[config.mk]
export PLATFORM = sky130hd
export DESIGN_NAME = satmac_dp
export DESIGN_NICKNAME = d
export VERILOG_FILES = /design/src/rtl/satmac_pkg.sv /design/src/rtl/frac_mult.sv /design/src/rtl/acc_alu.sv /design/src/rtl/acc_bank.sv /design/src/rtl/satmac_dp.sv
export SDC_FILE = /design/constraint.sdc
export NUM_CORES = 1
export LEC_CHECK = 0
export ABC_AREA = 1
export BUFFER_PORTS_ARGS = -buffer_cell sky130_fd_sc_hd__buf_4
export CORE_AREA = 8 8 303 305
export CTS_CLUSTER_SIZE = 8
export DETAILED_ROUTE_END_ITERATION = 7
export DIE_AREA = 0 0 311 313
export PLACE_DENSITY_LB_ADDON = 0.08
export SYNTH_ARGS = -nofsm -noshare
export SYNTH_HDL_FRONTEND = slang
export SYNTH_HIERARCHICAL = 1
export SYNTH_SLANG_ARGS = --single-unit
export TNS_END_PERCENT = 30
[constraint.sdc]
create_clock -name clk -period 4.05 [get_ports clk]
set_clock_uncertainty 0.1 [all_clocks]
set_input_delay 1.215 -clock clk [delete_from_list [all_inputs] [get_ports clk]]
set_output_delay 1.215 -clock clk [all_outputs]
set_load 0.02 [all_outputs]
[src/rtl/satmac_pkg.sv]
package satmac_pkg;

    typedef enum logic [1:0] {
        ALU_NOP  = 2'b00,
        ALU_ADD  = 2'b01,
        ALU_SUB  = 2'b10,
        ALU_LOAD = 2'b11
    } alu_op_e;

    typedef struct packed {
        logic ovf;
        logic sat;
        logic neg;
        logic zero;
    } mac_flags_t;

endpackage

[src/rtl/frac_mult.sv]
module frac_mult #(
    parameter int OP_W    = 16,
    parameter int GUARD_W = 8
) (
    input  logic [OP_W-1:0]              op_a,
    input  logic [OP_W-1:0]              op_b,
    input  logic                         sat_en,
    output logic [2*OP_W+GUARD_W-1:0]    prod,
    output logic                         clamped
);
    localparam int VAL_W = 2 * OP_W;
    localparam int ACC_W = VAL_W + GUARD_W;

    logic [VAL_W-1:0] a_ext, b_ext, raw;
    logic [VAL_W:0]   dbl;
    logic             over;

    always_comb begin
        a_ext   = {{OP_W{op_a[OP_W-1]}}, op_a};
        b_ext   = {{OP_W{op_b[OP_W-1]}}, op_b};
        raw     = a_ext * b_ext;
        dbl     = {raw, 1'b0};
        // only (-max) * (-max) reaches +2^(VAL_W-1)
        over    = dbl[VAL_W] ^ dbl[VAL_W-1];
        clamped = sat_en & over;
        if (clamped)
            prod = {{(GUARD_W+1){1'b0}}, {(VAL_W-1){1'b1}}};
        else
            prod = {{(GUARD_W-1){dbl[VAL_W]}}, dbl};
    end


    mult_clamp_chk: assert final (!(clamped && (op_a[OP_W-2:0] != '0 || op_b[OP_W-2:0] != '0)));

endmodule

[src/rtl/acc_alu.sv]
module acc_alu
    import satmac_pkg::*;
#(
    parameter int VAL_W = 32,
    parameter int ACC_W = 40
) (
    input  logic [ACC_W-1:0] acc_in,
    input  logic [ACC_W-1:0] prod,
    input  alu_op_e          op,
    input  logic             sat_en,
    input  logic             prod_clamped,
    output logic [ACC_W-1:0] res,
    output mac_flags_t       flags
);
    localparam int GUARD_W = ACC_W - VAL_W;
    localparam logic [ACC_W-1:0] MAXV = {{(GUARD_W+1){1'b0}}, {(VAL_W-1){1'b1}}};
    localparam logic [ACC_W-1:0] MINV = {{(GUARD_W+1){1'b1}}, {(VAL_W-1){1'b0}}};

    logic [ACC_W:0] ea, ep, ex;
    logic           in_rng, clamp;

    always_comb begin
        ea = {acc_in[ACC_W-1], acc_in};
        ep = {prod[ACC_W-1], prod};
        case (op)
            ALU_ADD: ex = ea + ep;
            ALU_SUB: ex = ea - ep;
            default: ex = ep;
        endcase
        in_rng = (&ex[ACC_W:VAL_W-1]) | ~(|ex[ACC_W:VAL_W-1]);
        clamp  = sat_en & ~in_rng;
        if (clamp)
            res = ex[ACC_W] ? MINV : MAXV;
        else
            res = ex[ACC_W-1:0];
        flags.ovf  = ~((&res[ACC_W-1:VAL_W-1]) | ~(|res[ACC_W-1:VAL_W-1]));
        flags.sat  = clamp | prod_clamped;
        flags.neg  = res[ACC_W-1];
        flags.zero = ~(|res);
    end

endmodule

[src/rtl/acc_bank.sv]
module acc_bank
    import satmac_pkg::*;
#(
    parameter int NUM_ACC = 2,
    parameter int ACC_W   = 40,
    parameter int SEL_W   = 1
) (
    input  logic                     clk,
    input  logic                     rst_n,
    input  logic                     we,
    input  logic [SEL_W-1:0]         sel,
    input  logic [ACC_W-1:0]         wdata,
    input  mac_flags_t               wflags,
    output logic [NUM_ACC*ACC_W-1:0] acc_flat,
    output mac_flags_t               flags
);
    typedef struct packed {
        logic [NUM_ACC-1:0][ACC_W-1:0] acc;
        mac_flags_t                    flg;
    } bank_t;

    bank_t st_d, st_q;

    always_comb begin
        st_d = st_q;
        if (we) begin
            for (int i = 0; i < NUM_ACC; i++) begin
                if (SEL_W'(i) == sel) st_d.acc[i] = wdata;
            end
            st_d.flg = wflags;
        end
    end

    always_ff @(posedge clk or negedge rst_n) begin
        if (!rst_n) st_q <= '0;
        else        st_q <= st_d;
    end

    generate
        for (genvar g = 0; g < NUM_ACC; g++) begin : g_out
            assign acc_flat[g*ACC_W +: ACC_W] = st_q.acc[g];

            // an accumulator moves only when written and selected
            acc_hold_chk: assert property (@(posedge clk) disable iff (!rst_n)
                !(we && sel == SEL_W'(g)) |=> st_q.acc[g] == $past(st_q.acc[g]));
        end
    endgenerate

    assign flags = st_q.flg;


    flag_hold_chk: assert property (@(posedge clk) disable iff (!rst_n)
        !we |=> st_q.flg == $past(st_q.flg));

endmodule

[src/rtl/satmac_dp.sv]
module satmac_dp
    import satmac_pkg::*;
#(
    parameter int OP_W    = 16,
    parameter int GUARD_W = 8,
    parameter int NUM_ACC = 2
) (
    input  logic                                       clk,
    input  logic                                       rst_n,
    input  logic                                       valid_i,
    input  logic [1:0]                                 opcode_i,
    input  logic [(NUM_ACC>1 ? $clog2(NUM_ACC) : 1)-1:0] acc_sel_i,
    input  logic [OP_W-1:0]                            op_a_i,
    input  logic [OP_W-1:0]                            op_b_i,
    input  logic                                       sat_en_i,
    input  logic                                       cond_i,
    output logic [2*OP_W+GUARD_W-1:0]                  prod_o,
    output logic [NUM_ACC*(2*OP_W+GUARD_W)-1:0]        acc_o,
    output logic                                       ovf_o,
    output logic                                       sat_o,
    output logic                                       neg_o,
    output logic                                       zero_o
);
    localparam int VAL_W = 2 * OP_W;
    localparam int ACC_W = VAL_W + GUARD_W;
    localparam int SEL_W = NUM_ACC > 1 ? $clog2(NUM_ACC) : 1;

    typedef struct packed {
        logic [ACC_W-1:0] prod;
    } prod_t;

    prod_t            pr_d, pr_q;
    logic [ACC_W-1:0] prod_now, acc_cur, alu_res;
    logic             prod_clamped, wr_en;
    alu_op_e          op;
    mac_flags_t       alu_flags, flags_q;

    assign op = alu_op_e'(opcode_i);

    frac_mult #(.OP_W(OP_W), .GUARD_W(GUARD_W)) u_mult (
        .op_a    (op_a_i),
        .op_b    (op_b_i),
        .sat_en  (sat_en_i),
        .prod    (prod_now),
        .clamped (prod_clamped)
    );

    always_comb begin
        acc_cur = acc_o[int'(acc_sel_i)*ACC_W +: ACC_W];
    end

    acc_alu #(.VAL_W(VAL_W), .ACC_W(ACC_W)) u_alu (
        .acc_in       (acc_cur),
        .prod         (prod_now),
        .op           (op),
        .sat_en       (sat_en_i),
        .prod_clamped (prod_clamped),
        .res          (alu_res),
        .flags        (alu_flags)
    );

    always_comb begin
        wr_en = valid_i & cond_i & (op != ALU_NOP);
        pr_d  = pr_q;
        if (valid_i) pr_d.prod = prod_now;
    end

    always_ff @(posedge clk or negedge rst_n) begin
        if (!rst_n) pr_q <= '0;
        else        pr_q <= pr_d;
    end

    acc_bank #(.NUM_ACC(NUM_ACC), .ACC_W(ACC_W), .SEL_W(SEL_W)) u_bank (
        .clk      (clk),
        .rst_n    (rst_n),
        .we       (wr_en),
        .sel      (acc_sel_i),
        .wdata    (alu_res),
        .wflags   (alu_flags),
        .acc_flat (acc_o),
        .flags    (flags_q)
    );

    assign prod_o = pr_q.prod;
    assign ovf_o  = flags_q.ovf;
    assign sat_o  = flags_q.sat;
    assign neg_o  = flags_q.neg;
    assign zero_o = flags_q.zero;


    sat_no_ovf_chk: assert property (@(posedge clk) disable iff (!rst_n)
        (wr_en && sat_en_i) |=> !ovf_o);


    prod_range_chk: assert property (@(posedge clk) disable iff (!rst_n)
        (valid_i && sat_en_i) |=>
            ((&prod_o[ACC_W-1:VAL_W-1]) || !(|prod_o[ACC_W-1:VAL_W-1])));


    neg_track_chk: assert property (@(posedge clk) disable iff (!rst_n)
        wr_en |=> neg_o == acc_o[int'($past(acc_sel_i))*ACC_W + ACC_W - 1]);


    flag_excl_chk: assert property (@(posedge clk) disable iff (!rst_n)
        !(ovf_o && sat_o));


    prod_hold_chk: assert property (@(posedge clk) disable iff (!rst_n)
        !valid_i |=> $stable(prod_o));

endmodule

==> results.cfg <==
[outcome]
outcome = complete, but fails checks
violations = setup timing

[global_route]
grt_pass1_wl_um = 129800
grt_pass1_vias = 22180
grt_max_degree = 73
antenna_found_initial = 0
grt_usage = 0.1683
overflow = 0

[cells_and_area]
diodes = 0
final_cells = 4985
nNetsFinal = 4234
final_layout_size_suffix_gt1_frac = 0.2942
fillerInstances = 9569
syn_to_final_growth_pct = 40.88
final_util = 0.3481
seq_area_um2 = 3103
multi_input_area_um2 = 16560

[worst_setup_path]
rr_worst_depth = 32
path_class = in -> reg
crit_path_end_kind = flip-flop
critPathArrivalTime_ns = 11.17
cp.required_ns = 4.33
rr_endpoint = u_bank/flags[0]
r2r_start = u_bank/acc_flat[18]
r2r_slack_ns = 0.09
crit_top_cell = buf_4
cp-start-kind = primary input
cpPeakStageDelay_ns = 0.54
crit_slowest_cell = fa_2
crit_fanout = 6

[yosys]
synth_cells = 3182
yosys.area.top_type = fa_1
synth_top_area_frac = 0.2441
synth_edf_count = 0
syn-cell-area_um2 = 21570
syn_nets = 3609
synth.distinct_cells = 49
synth_async_sr_flop_share = 1.000
synthFlopType = dfrtp_1
ys_warn_count = 6
avgSynthCellArea_um2 = 6.778
ys_seq_area_frac = 0.1439
ys_ff_latch = 124
ys_top_cells_by_area = fa_1, nand2_1, dfrtp_1

[drt]
wl_um = 81870
drc = 0
drt_pre_antenna_iters = 6
route.vias.total = 20670
drt_iter0_markers = 887
antenna_left = 0
wl_per_cell_um = 16.42
viasPerCell = 4.146

[sta]
hold_violations = 0
drv_slew = 0
fin_crit_sh = 2.690
slew_headroom = 0.4988
setup_viol = 124
finalWorstSetupSlack_ns = -6.844
holdWs_ns = 0.3740
worst_pin_slew_ns = 0.7518
fin_crit_ns = 10.89
fmax_mhz = 91.80
rsz0062_at_grt = yes

[clock_network]
cts.clk_slew.worst_paths_ns = 0.06
clockRootBuffer = clkbuf_16
cts_tree = built
holdBufCountCts = 0
clock_sinks = 124
clk_latency_ns = 0.46
cts_made_buffers = 17
htree_num_levels = 4
cts_buffer_depth = 2

[hold_path]
holdPathEnd = prod_o[6]
hold_depth = 2
hp-start = prod_o[6]
hold_class = reg -> reg

[floorplan]
io_pins = 164
start_util = 0.2471
num_rows = 109
dieHeight_um = 313
core_area_um2 = 87280
die_w_um = 311
die-area_um2 = 97340

[job]
cap_violations = 0

[placement]
port_buffers = 163
gp_congestion = 0.9127
placedCellCount = 4894
dp_hpwl_um = 69870
metal layers:
metal,track usage,share of wire,routed length (um)
met2,0.2966,0.49,39870
met3,0.01824,0.025,2039
met1,0.2241,0.48,38900
met4,0.02950,0.013,1058
met5,0,0,0
logic make-up after synthesis:
group           after synthesis  synth area share
compound gates              169           0.04282
xor+xnor                     97           0.03939
fa+ha+maj                   387            0.3161
buf+inv                     786            0.1489
flops                       124            0.1439
simple gates               1619            0.3090
synthesized netlist by cell type, types with 3 or more instances:
| cell | count |
|---|---|
| nor3_1 | 10 |
| nand2_2 | 49 |
| o31ai_1 | 4 |
| nand4_1 | 7 |
| a21o_1 | 5 |
| a31oi_1 | 6 |
| buf_4 | 21 |
| nand2_1 | 1181 |
| buf_6 | 18 |
| dfrtp_1 | 124 |
| nor3_2 | 3 |
| o21ai_0 | 65 |
| nand3b_1 | 3 |
| inv_1 | 640 |
| o21ai_1 | 3 |
| nand3_4 | 4 |
| nand3_2 | 8 |
| a21oi_1 | 69 |
| buf_2 | 24 |
| xor2_1 | 53 |
| and2_1 | 3 |
| nor2_1 | 164 |
| o21bai_1 | 7 |
| nor2_2 | 13 |
| clkinv_1 | 3 |
| nor4_1 | 9 |
| nand3_1 | 151 |
| xnor2_1 | 44 |
| fa_1 | 263 |
| ha_1 | 124 |
| or2_2 | 7 |
| inv_2 | 6 |
| clkbuf_1 | 69 |
metrics by stage:
step	area (um2)	TNS (ns)	worst slack, ns
CTS	29570	-646.64	-6.835
global route	30380	-704.52	-7.480
finish	30380	-648.45	-6.844
detailed placement	27810	-758.90	-7.941
global placement	27810	-754.38	-7.915
floorplan	21980	-609.07	-6.342
flip-flops by register name (all words and copies together) (netlist names):
register         count
u_bank/flags         4
u_bank/acc_flat     80
prod_o              40
final cells by class:
type / count / share of cell area
inverters: 651 / 0.08084
clock inverters: 14 / 0.006795
repair buffers: 741 / 0.2027
clock buffers: 18 / 0.01445
well taps: 1165 / 0.04798
multi-input cells: 2272 / 0.5452
flip-flops and latches: 124 / 0.1021
worst max-delay path by stage:
stage | start | endpoint | slack (ns) | cells past startpoint
5_1_grt | op_b_i[2] | u_bank/flags[3] | -7.48 | 71
3_3_place_gp | op_b_i[2] | u_bank/flags[0] | -7.92 | 65
6_report | op_b_i[15] | u_bank/flags[0] | -6.84 | 70
2_1_floorplan | op_b_i[3] | u_bank/flags[3] | -6.34 | 66
3_5_place_dp | op_a_i[13] | u_bank/flags[0] | -7.94 | 65
4_1_cts | op_a_i[15] | u_bank/flags[0] | -6.83 | 65
critical path: cells and delay by family:
family,cells,cell delay [ns]
buffers and inverters,21,2.27
XOR/XNOR,1,0.11
AND/OR/NAND/NOR,39,3.86
AO/OA/AOI/OAI,1,0.10
adder cells (fa/ha/maj),8,3.61
timing repair:
item / in CTS / in global routing
cloned: 3 / 1
resized for setup: 202 / 178
buffers inserted: 40 / 19
pin swaps: 123 / 72
endpoints found under the setup margin: 124 / 124
cell usage in the layout, fill, tap and decap left out, types with 8 or more instances in the layout:
cell | netlist | final
inv_2 | 6 | 22
o21ai_0 | 65 | 52
buf_8 | 1 | 8
nand3_2 | 8 | 24
xnor2_1 | 44 | 44
nor2_2 | 13 | 30
xor2_1 | 53 | 52
inv_1 | 640 | 621
clkbuf_16 | 0 | 18
buf_12 | 0 | 16
nand2_4 | 0 | 33
nor2_4 | 1 | 18
a21oi_2 | 2 | 28
nand2_2 | 49 | 114
fa_1 | 263 | 252
fa_2 | 0 | 11
nor2_1 | 164 | 130
a21oi_1 | 69 | 41
o21ai_1 | 3 | 16
ha_4 | 0 | 25
nand3_1 | 151 | 132
dfrtp_1 | 124 | 124
ha_1 | 124 | 94
nand2_1 | 1181 | 1082
buf_4 | 21 | 646
buf_6 | 18 | 67
Power is left out: the tool's default activity adds up to more than one toggle a clock period on the data nets, which glitch-free logic cannot reach.
